**src/rtl/padgrp_pkg.sv**
```systemverilog
`timescale 1ns/1ps
package padgrp_pkg;
   localparam int DATA_W      = 32;
   localparam int BASEPTR_OFS = 'h00C;
   localparam int STS_OFS     = 'h100;
   localparam int ENA_OFS     = 'h120;
   localparam int PAD_STRIDE  = 16;
   localparam int DW1_OFS     = 4;
   localparam int TX_BIT      = 0;
   localparam int RX_BIT      = 1;
   localparam int INV_BIT     = 23;
   localparam int MODE_LSB    = 25;
   localparam int RCFG_LSB    = 30;

   typedef enum logic [1:0] {
      EV_LEVEL = 2'b00,
      EV_RISE  = 2'b01,
      EV_NONE  = 2'b10,
      EV_BOTH  = 2'b11
   } evmode_e;
endpackage

```
**src/rtl/padgrp_sync.sv**
```systemverilog
`timescale 1ns/1ps
module padgrp_sync #(
   parameter int W = 8
) (
   input  logic         clk,
   input  logic         rst_n,
   input  logic [W-1:0] d_i,
   output logic [W-1:0] q_o
);
   logic [W-1:0] meta_q, stab_q;

   always_ff @(posedge clk or negedge rst_n) begin
      if (!rst_n) begin
         meta_q <= '0;
         stab_q <= '0;
      end else begin
         meta_q <= d_i;
         stab_q <= meta_q;
      end
   end

   assign q_o = stab_q;

   logic [1:0] age_q;
   always_ff @(posedge clk or negedge rst_n) begin
      if (!rst_n)              age_q <= 2'd0;
      else if (age_q != 2'd2)  age_q <= age_q + 2'd1;
   end


   sync_delay_chk: assert property (@(posedge clk) disable iff (!rst_n)
      (age_q == 2'd2) |-> (q_o == $past(d_i, 2)));
endmodule

```
**src/rtl/padgrp_pad.sv**
```systemverilog
`timescale 1ns/1ps
module padgrp_pad
   import padgrp_pkg::*;
(
   input  logic              clk,
   input  logic              rst_n,
   input  logic              wr_dw0,
   input  logic              wr_dw1,
   input  logic [DATA_W-1:0] wdata,
   input  logic              rx_i,
   output logic [DATA_W-1:0] dw0_o,
   output logic [DATA_W-1:0] dw1_o,
   output logic              tx_o,
   output logic              evt_o
);
   logic              tx_q, inv_q, prev_q;
   evmode_e           mode_q;
   logic [1:0]        rcfg_q;
   logic [DATA_W-1:0] dw1_q;
   logic              sense;

   assign sense = rx_i ^ inv_q;

   always_ff @(posedge clk or negedge rst_n) begin
      if (!rst_n) begin
         tx_q   <= 1'b0;
         inv_q  <= 1'b0;
         mode_q <= EV_LEVEL;
         rcfg_q <= 2'b00;
         dw1_q  <= '0;
         prev_q <= 1'b0;
      end else begin
         if (wr_dw0) begin
            tx_q   <= wdata[TX_BIT];
            inv_q  <= wdata[INV_BIT];
            mode_q <= evmode_e'(wdata[MODE_LSB +: 2]);
            rcfg_q <= wdata[RCFG_LSB +: 2];
         end
         if (wr_dw1) dw1_q <= wdata;
         prev_q <= sense;
      end
   end

   always_comb begin
      unique case (mode_q)
         EV_LEVEL: evt_o = sense;
         EV_RISE:  evt_o = sense & ~prev_q;
         EV_BOTH:  evt_o = sense ^ prev_q;
         default:  evt_o = 1'b0;
      endcase
   end

   always_comb begin
      dw0_o                   = '0;
      dw0_o[TX_BIT]           = tx_q;
      dw0_o[RX_BIT]           = rx_i;
      dw0_o[INV_BIT]          = inv_q;
      dw0_o[MODE_LSB +: 2]    = mode_q;
      dw0_o[RCFG_LSB +: 2]    = rcfg_q;
   end

   assign dw1_o = dw1_q;
   assign tx_o  = tx_q;


   rise_only_chk: assert property (@(posedge clk) disable iff (!rst_n)
      (mode_q == EV_RISE && evt_o) |-> (sense && !$past(sense)));

   quiet_mode_chk: assert property (@(posedge clk) disable iff (!rst_n)
      (mode_q == EV_NONE) |-> !evt_o);
endmodule

```
**src/rtl/padgrp_bank.sv**
```systemverilog
`timescale 1ns/1ps
module padgrp_bank #(
   parameter int W = 32
) (
   input  logic         clk,
   input  logic         rst_n,
   input  logic [W-1:0] evt_i,
   input  logic         clr_we,
   input  logic         ena_we,
   input  logic [W-1:0] wdata,
   output logic [W-1:0] sts_o,
   output logic [W-1:0] ena_o
);
   logic [W-1:0] sts_q, ena_q, clr_mask;

   assign clr_mask = clr_we ? wdata : '0;

   always_ff @(posedge clk or negedge rst_n) begin
      if (!rst_n) begin
         sts_q <= '0;
         ena_q <= '0;
      end else begin
         sts_q <= (sts_q & ~clr_mask) | evt_i;
         if (ena_we) ena_q <= wdata;
      end
   end

   assign sts_o = sts_q;
   assign ena_o = ena_q;


   sticky_sts_chk: assert property (@(posedge clk) disable iff (!rst_n)
      1'b1 |=> ((($past(sts_q) & ~$past(clr_mask)) & ~sts_q) == '0));

   evt_wins_chk: assert property (@(posedge clk) disable iff (!rst_n)
      1'b1 |=> (($past(evt_i) & ~sts_q) == '0));
endmodule

```
**src/rtl/padgrp_ctrl.sv**
```systemverilog
`timescale 1ns/1ps
module padgrp_ctrl
   import padgrp_pkg::*;
#(
   parameter int NUM_BANKS     = 2,
   parameter int PADS_PER_BANK = 32,
   parameter int PAD_BASE      = 'h400,
   parameter int ADDR_W        = 12
) (
   input  logic                                 clk,
   input  logic                                 rst_n,
   input  logic                                 rd_en,
   input  logic                                 wr_en,
   input  logic [ADDR_W-1:0]                    addr,
   input  logic [DATA_W-1:0]                    wdata,
   output logic [DATA_W-1:0]                    rdata,
   output logic                                 rvalid,
   input  logic [NUM_BANKS*PADS_PER_BANK-1:0]   pad_in,
   output logic [NUM_BANKS*PADS_PER_BANK-1:0]   pad_out,
   output logic                                 irq
);
   localparam int NPADS   = NUM_BANKS * PADS_PER_BANK;
   localparam int PB      = PADS_PER_BANK;
   localparam int PAD_END = PAD_BASE + NPADS * PAD_STRIDE;

   if (PB < 1 || PB > 32) begin : g_bad_pb
      $error("PADS_PER_BANK must be 1..32");
   end
   if (NUM_BANKS < 1 || NUM_BANKS > 8) begin : g_bad_nb
      $error("NUM_BANKS must be 1..8");
   end
   if ((PAD_BASE % PAD_STRIDE) != 0 || PAD_BASE < ENA_OFS + 4 * 8) begin : g_bad_base
      $error("PAD_BASE must be 16-byte aligned and above the bank registers");
   end
   if (PAD_END > (1 << ADDR_W)) begin : g_bad_aw
      $error("ADDR_W too small for the pad array");
   end

   logic [NPADS-1:0]  rx_sync, evt_flat, hit0, hit1;
   logic [DATA_W-1:0] dw0_a [NPADS];
   logic [DATA_W-1:0] dw1_a [NPADS];
   logic [PB-1:0]     sts_a [NUM_BANKS];
   logic [PB-1:0]     ena_a [NUM_BANKS];
   logic [NUM_BANKS-1:0] hit_sts, hit_ena;
   logic              hit_base;
   logic [DATA_W-1:0] rd_mux, rdata_q;
   logic              rvalid_q;

   padgrp_sync #(.W(NPADS)) u_sync (
      .clk   (clk),
      .rst_n (rst_n),
      .d_i   (pad_in),
      .q_o   (rx_sync)
   );

   assign hit_base = (addr == ADDR_W'(BASEPTR_OFS));

   for (genvar p = 0; p < NPADS; p++) begin : g_pad
      localparam int A0 = PAD_BASE + p * PAD_STRIDE;
      assign hit0[p] = (addr == ADDR_W'(A0));
      assign hit1[p] = (addr == ADDR_W'(A0 + DW1_OFS));

      padgrp_pad u_pad (
         .clk    (clk),
         .rst_n  (rst_n),
         .wr_dw0 (wr_en & hit0[p]),
         .wr_dw1 (wr_en & hit1[p]),
         .wdata  (wdata),
         .rx_i   (rx_sync[p]),
         .dw0_o  (dw0_a[p]),
         .dw1_o  (dw1_a[p]),
         .tx_o   (pad_out[p]),
         .evt_o  (evt_flat[p])
      );
   end

   for (genvar b = 0; b < NUM_BANKS; b++) begin : g_bank
      assign hit_sts[b] = (addr == ADDR_W'(STS_OFS + 4 * b));
      assign hit_ena[b] = (addr == ADDR_W'(ENA_OFS + 4 * b));

      padgrp_bank #(.W(PB)) u_bank (
         .clk    (clk),
         .rst_n  (rst_n),
         .evt_i  (evt_flat[b*PB +: PB]),
         .clr_we (wr_en & hit_sts[b]),
         .ena_we (wr_en & hit_ena[b]),
         .wdata  (wdata[PB-1:0]),
         .sts_o  (sts_a[b]),
         .ena_o  (ena_a[b])
      );
   end

   always_comb begin
      rd_mux = hit_base ? DATA_W'(PAD_BASE) : '0;
      for (int p = 0; p < NPADS; p++) begin
         if (hit0[p]) rd_mux |= dw0_a[p];
         if (hit1[p]) rd_mux |= dw1_a[p];
      end
      for (int b = 0; b < NUM_BANKS; b++) begin
         if (hit_sts[b]) rd_mux |= DATA_W'(sts_a[b]);
         if (hit_ena[b]) rd_mux |= DATA_W'(ena_a[b]);
      end
   end

   always_ff @(posedge clk or negedge rst_n) begin
      if (!rst_n) begin
         rdata_q  <= '0;
         rvalid_q <= 1'b0;
      end else begin
         rvalid_q <= rd_en;
         if (rd_en) rdata_q <= rd_mux;
      end
   end

   assign rdata  = rdata_q;
   assign rvalid = rvalid_q;

   always_comb begin
      irq = 1'b0;
      for (int b = 0; b < NUM_BANKS; b++) irq |= |(sts_a[b] & ena_a[b]);
   end


   read_valid_chk: assert property (@(posedge clk) disable iff (!rst_n)
      rd_en |=> rvalid);
endmodule

```
**config.mk**
```make
export PLATFORM = sky130hd
export DESIGN_NAME = padgrp_ctrl
export DESIGN_NICKNAME = d
export VERILOG_FILES = /design/src/rtl/padgrp_pkg.sv /design/src/rtl/padgrp_sync.sv /design/src/rtl/padgrp_pad.sv /design/src/rtl/padgrp_bank.sv /design/src/rtl/padgrp_ctrl.sv
export SDC_FILE = /design/constraint.sdc
export NUM_CORES = 2
export LEC_CHECK = 0
export BUFFER_PORTS_ARGS = -buffer_cell sky130_fd_sc_hd__buf_2
export CORE_AREA = 2 2 501 503
export DETAILED_ROUTE_END_ITERATION = 6
export DIE_AREA = 0 0 503 505
export PLACE_DENSITY = 0.65
export SYNTH_ARGS = -nofsm -noshare
export SYNTH_HDL_FRONTEND = slang
export SYNTH_SLANG_ARGS = --single-unit
```
**constraint.sdc**
```tcl
create_clock -name clk -period 3.8 [get_ports clk]
set_clock_uncertainty 0.05 [all_clocks]
set_input_delay 0.76 -clock clk [delete_from_list [all_inputs] [get_ports clk]]
set_output_delay 0.76 -clock clk [all_outputs]
set_load 0.005 [all_outputs]
```
Word-level counts from Yosys, hierarchy flattened --
Index checks and enable logic that the tools add are counted.
Word-level totals: bits in registers 2785, output and inout port bits 98, word-level logic and storage cells 1447
Operators by class: eq/ne operators 261, muxes and demuxes 199, bitwise logic cells 529, reduce and logical (&&, ||, !) cells 66
Operators with widths (number):
- $mux 32 | 134
- $or 32x32->32 | 133
- $eq 12x11->1 const B | 128
- $and 1x1->1 | 196
- $pmux 1 s3 | 64
- $and 32x32->32 | 4
- $eq 2x1->1 const B | 64
- $eq 2x2->1 const B | 64
- $logic_not 2->1 | 64
- $xor 1x1->1 | 128
- $not 1->1 | 64
- $not 32->32 | 2
- $reduce_or 32->1 | 2
- $eq 12x9->1 const B | 4
- $or 11x32->32 | 1
- $eq 12x4->1 const B | 1
- $mux 11 | 1
- $or 1x1->1 | 1

Depth between registers and ports, before layout --
depth in word-level cells 266, mapped depth 12, gate-level depth less buffers 7

Modules after synthesis --
A second synthesis with hierarchy kept.
Unflattened totals: cells, all modules 12513, area, all modules 160123.6 um^2
Modules (own cells, without submodules):
- padgrp_pad | instances 64, cells an instance 117, area each 1851.8 um^2
- padgrp_ctrl | instances 1, cells an instance 4563, area each 33364.5 um^2
- padgrp_bank | instances 2, cells an instance 167, area each 2521.2 um^2
- padgrp_sync | instances 1, cells an instance 128, area each 3203.1 um^2

Worst setup path after synthesis --
OpenSTA, ideal clock, no wires.
path type input to register, from input port addr[6], to register rdata_q[0], in the netlist rdata[0], arrival time 2.948 ns, path slack 0.676 ns, stages on the path 11, path buffers 5, path through buf_2 -> nand2b_1 -> buf_4 -> buf_4 -> buf_4 -> nor3_1 -> clkbuf_1 -> a32oi_1 -> nand4_1 -> or4_1 -> o32a_1
On the way: longest elaborated chain between the ends 264, elaborated cells on any way between the ends 395, classes of those cells eq/ne (132); mux (132); bitwise (131)
Ends and longest elaborated chain:
- start, declared | RTL line padgrp_ctrl.sv:14 | input logic [ADDR_W-1:0] addr,
- $eq 12x11->1 | RTL line padgrp_ctrl.sv:60 | assign hit0[p] = (addr == ADDR_W'(A0));
- $mux 32 | RTL line padgrp_ctrl.sv:96 | if (hit0[p]) rd_mux |= dw0_a[p];
- $or 32x32->32 | RTL line padgrp_ctrl.sv:97 | if (hit1[p]) rd_mux |= dw1_a[p];
- $mux 32 | RTL line padgrp_ctrl.sv:97
- $or 32x32->32 | RTL line padgrp_ctrl.sv:96
- $mux 32 | RTL line padgrp_ctrl.sv:96
- $or 32x32->32 | RTL line padgrp_ctrl.sv:97
- $mux 32 | RTL line padgrp_ctrl.sv:97
- [... 248 more ...]
- $or 32x32->32 | RTL line padgrp_ctrl.sv:100 | if (hit_sts[b]) rd_mux |= DATA_W'(sts_a[b]);
- $mux 32 | RTL line padgrp_ctrl.sv:100
- $or 32x32->32 | RTL line padgrp_ctrl.sv:101 | if (hit_ena[b]) rd_mux |= DATA_W'(ena_a[b]);
- $mux 32 | RTL line padgrp_ctrl.sv:101
- $or 32x32->32 | RTL line padgrp_ctrl.sv:100
- $mux 32 | RTL line padgrp_ctrl.sv:100
- $or 32x32->32 | RTL line padgrp_ctrl.sv:101
- $mux 32 (*) | RTL line padgrp_ctrl.sv:101
- end signal, assigned | RTL line padgrp_ctrl.sv:111 | if (rd_en) rdata_q <= rd_mux;
- end, declared | RTL line padgrp_ctrl.sv:46 | logic [DATA_W-1:0] rd_mux, rdata_q;
Mark *: on every way between the ends. The rest lies on a longest branch, timed or not. A chain may end at the register's enable or synchronous reset.

Worst setup path after layout --
from register g_bank[1].u_bank.sts_q[19], to output port irq
On the way: longest elaborated chain between the ends 3
Ends and longest elaborated chain:
- start, declared | RTL line padgrp_bank.sv:14 | logic [W-1:0] sts_q, ena_q, clr_mask;
- start signal, assigned | RTL line padgrp_bank.sv:23 | sts_q <= (sts_q & ~clr_mask) | evt_i;
- $and 32x32->32 | RTL line padgrp_ctrl.sv:120 | for (int b = 0; b < NUM_BANKS; b++) irq |= |(sts_a[b] & ena_a[b]);
- $reduce_or 32->1 | RTL line padgrp_ctrl.sv:120
- $or 1x1->1 | RTL line padgrp_ctrl.sv:120
- end, declared | RTL line padgrp_ctrl.sv:20 | output logic irq
Every way passes these cells.

==> flow_summary.ini <==
[grt]
grt_pass1_vias = 102000
grt_max_degree = 116
grt_overflow = 0
grt_pass1_wl_mm = 956
grtUsageTotal = 0.570
antenna_found_initial = 108

[timing]
rsz0062_at_grt = true
slew_violations = 0
max_freq_ghz = 0.244
fin_crit_sh = 1.08
slew_headroom = 0.0246
finalSetupViolations = 4
tightest_slew_ps = 1460
fin_ws_ps = -292
hold_violations = 0
min_period_ps = 4090

[die]
start_util = 0.498
die_w_um = 503
rows = 183
core-area_sq_um = 248000
ios = 210
die_h_um = 505
dieArea_sq_um = 254000

[routing]
drc = 26
wl_mm = 734
routedWlPerCell_um = 52.0
drt-initial-drc-count = 18800
via_count = 107000
antenna_left = 0
via_per_inst = 7.58
firstDrtPassIters = 7

[placement]
place_congestion = 1.09
hpwl_mm = 526
port-buffer-count = 209
dpl.cell_count = 13400

[clocking]
clk_pin_slew_worst_paths_ps = 60
cts_buffer_depth = 4
h-tree-depth = 5
clock-sinks = 2785
cts_root_buffer = clkbuf_16
cts_made_buffers = 319
worstSkewPairLatency_ps = 980
cts_tree = yes

[worst_setup_path]
worstSetupEndpointType = primary output
cp_data_required_time_ps = 2990
critPathArrivalTime_ps = 3280
cp_slowest_stage_delay_ps = 790
ff2ff_path_depth = 10
worstPathMaxFanout = 2
crit_type = register to primary output
start_kind = register
crit_family = simple AND/OR/NAND/NOR gates
crit_path_top_delay_cell = dfrtp_1
cp_num_cells = 4
crit_buf_inv = 1
path_cells = a221oi_1 > nand4_1 > or4_4 > buf_6

[layout]
synthToLayoutAreaGrowth_pct = 24.5
final_cells = 14100
final_common_cell = dfrtp_1
final_cell_mix = dfrtp_1, mux2_2, buf_4
nNetsFinal = 10700
drive_gt1_frac = 0.463
final.fill_count = 19000
register_area_sq_um = 69700
multi_input_area_sq_um = 50200

[synthesis]
async_reset_ff_frac = 1.00
syn_nets = 9327
ys_seq_area_frac = 0.564
synth_area_leaders = dfrtp_1, mux2_2, a22oi_1
synth_top_area_frac = 0.564
synth-edff-count = 0
yosysWarnings = 0
synth_cells = 9151
synth_top_cell_by_area = dfrtp_1
ys_ff_latch = 2785
synth_cell_type_count = 77
syn_area_sq_um = 124000
ys.flop_type = dfrtp_1
avgSynthCellArea_sq_um = 13.5

[outcome]
status = complete, but fails checks
violations = DRC, setup timing

[worst_hold_path]
min_path_type = input port to register
hold_depth = 4

[power]
ir_drop_uv = 437
total_power_w = 0.0652
p_per_area_nw_per_um2 = 424
p_leak_nw = 75.6

[run]
maxCapViolCount = 0
==> kinds of logic after synthesis <==
family	count (synthesis)	share of synthesized area
flops	2785	0.564
xor+xnor	64	0.00454
fa+ha+maj	64	0.00648
compound gates	1543	0.0993
simple gates	1120	0.0507
buf+inv	947	0.0366
mux	2628	0.239
==> repair_timing <==
action	CTS	global route
buffers inserted	2	0
endpoints found under the hold margin	87	0
hold buffers	65	0
setup endpoints to repair	1	1
pin swaps	3	0
resized for setup	36	5
==> per-layer routing <==
| layer | part of all wire | vias up | global-route usage | routed length, um |
|---|---|---|---|---|
| met5 | 0.0012 | - | 0.00171 | 851 |
| met4 | 0.099 | 86 | 0.430 | 72500 |
| met3 | 0.17 | 3468 | 0.310 | 123000 |
| met2 | 0.38 | 11100 | 0.733 | 279000 |
| met1 | 0.35 | 55300 | 0.706 | 259000 |
| li1 | - | 37200 | - | - |
==> area by class of cell <==
cell class,count,share of cell area
diodes,91,0.00148
flip-flops and latches,2785,0.453
well taps,3330,0.0271
repair buffers,1887,0.122
clock buffers,449,0.0601
multi-input cells,5419,0.327
clock inverters,98,0.00812
inverters,65,0.00159
==> final timing paths <==
check                                             to                        from  slack, ps
min                        g_bank[0].u_bank.sts_o[1]                    wdata[1]        200
max reg2reg                                 rdata[0]        g_pad[23].u_pad.tx_o         90
max                                              irq  g_bank[1].u_bank.sts_o[19]       -290
max in group asynchronous   g_pad[35].u_pad.dw1_o[6]                       rst_n       1690
min reg2reg                           u_sync.q_o[26]           u_sync.meta_q[26]        270
min in group asynchronous      g_pad[10].u_pad.inv_q                       rst_n        260
==> tightest hold or removal path: stages <==
cell	delay [ps]
buf_2	220
nand2_1	100
nand2_1	50
o221ai_1	60
==> stage by stage <==
stage | setup TNS [ps] | instance area (sq um) | setup slack, ps | util | hold WS [ps]
2_1_floorplan | 0 | 124000 | 676 | - | 281
3_3_place_gp | -76600 | 142000 | -897 | 0.573 | 285
3_5_place_dp | -68080 | 142000 | -879 | 0.573 | 285
4_1_cts | -216 | 154000 | -216 | 0.619 | 167
5_1_grt | -221 | 154000 | -221 | 0.619 | 218
6_report | -633 | 154000 | -292 | 0.620 | 198
==> Yosys cell counts, types with 15 or more instances <==
library cell	number
o221ai_1	67
nor4_4	33
dfrtp_1	2785
o22ai_1	50
a22o_1	261
a31oi_1	31
a32oi_1	92
nor2_1	160
a32o_1	22
a221oi_1	216
xor2_1	64
nand4_1	130
ha_1	64
inv_1	64
a22oi_1	588
mux2_2	2401
buf_4	114
nor4_2	24
o21ai_0	31
mux2i_1	101
buf_2	278
clkbuf_1	394
nand2_2	15
mux2_1	125
a222oi_1	37
nand2_1	385
nor4_1	81
buf_1	70
buf_6	26
a21oi_1	71
nand3_1	115
nor3_1	65
==> registers in the layout, indices dropped and copies added (netlist names) <==
signal	flops
g_pad.u_pad.rcfg_q	128
g_bank.u_bank.ena_o	64
g_bank.u_bank.sts_o	64
g_pad.u_pad.inv_q	64
rdata	32
u_sync.q_o	64
rvalid	1
g_pad.u_pad.dw1_o	2048
u_sync.meta_q	64
g_pad.u_pad.prev_q	64
g_pad.u_pad.tx_o	64
g_pad.u_pad.mode_q	128
==> report_power, final <==
group	internal (W)	switching (W)	total [W]
Sequential	0.0299	0.000261	0.0302
Combinational	0.000851	0.00238	0.00323
Clock	0.0186	0.0132	0.0318
Note: power is estimated with default switching activity, not from simulation.
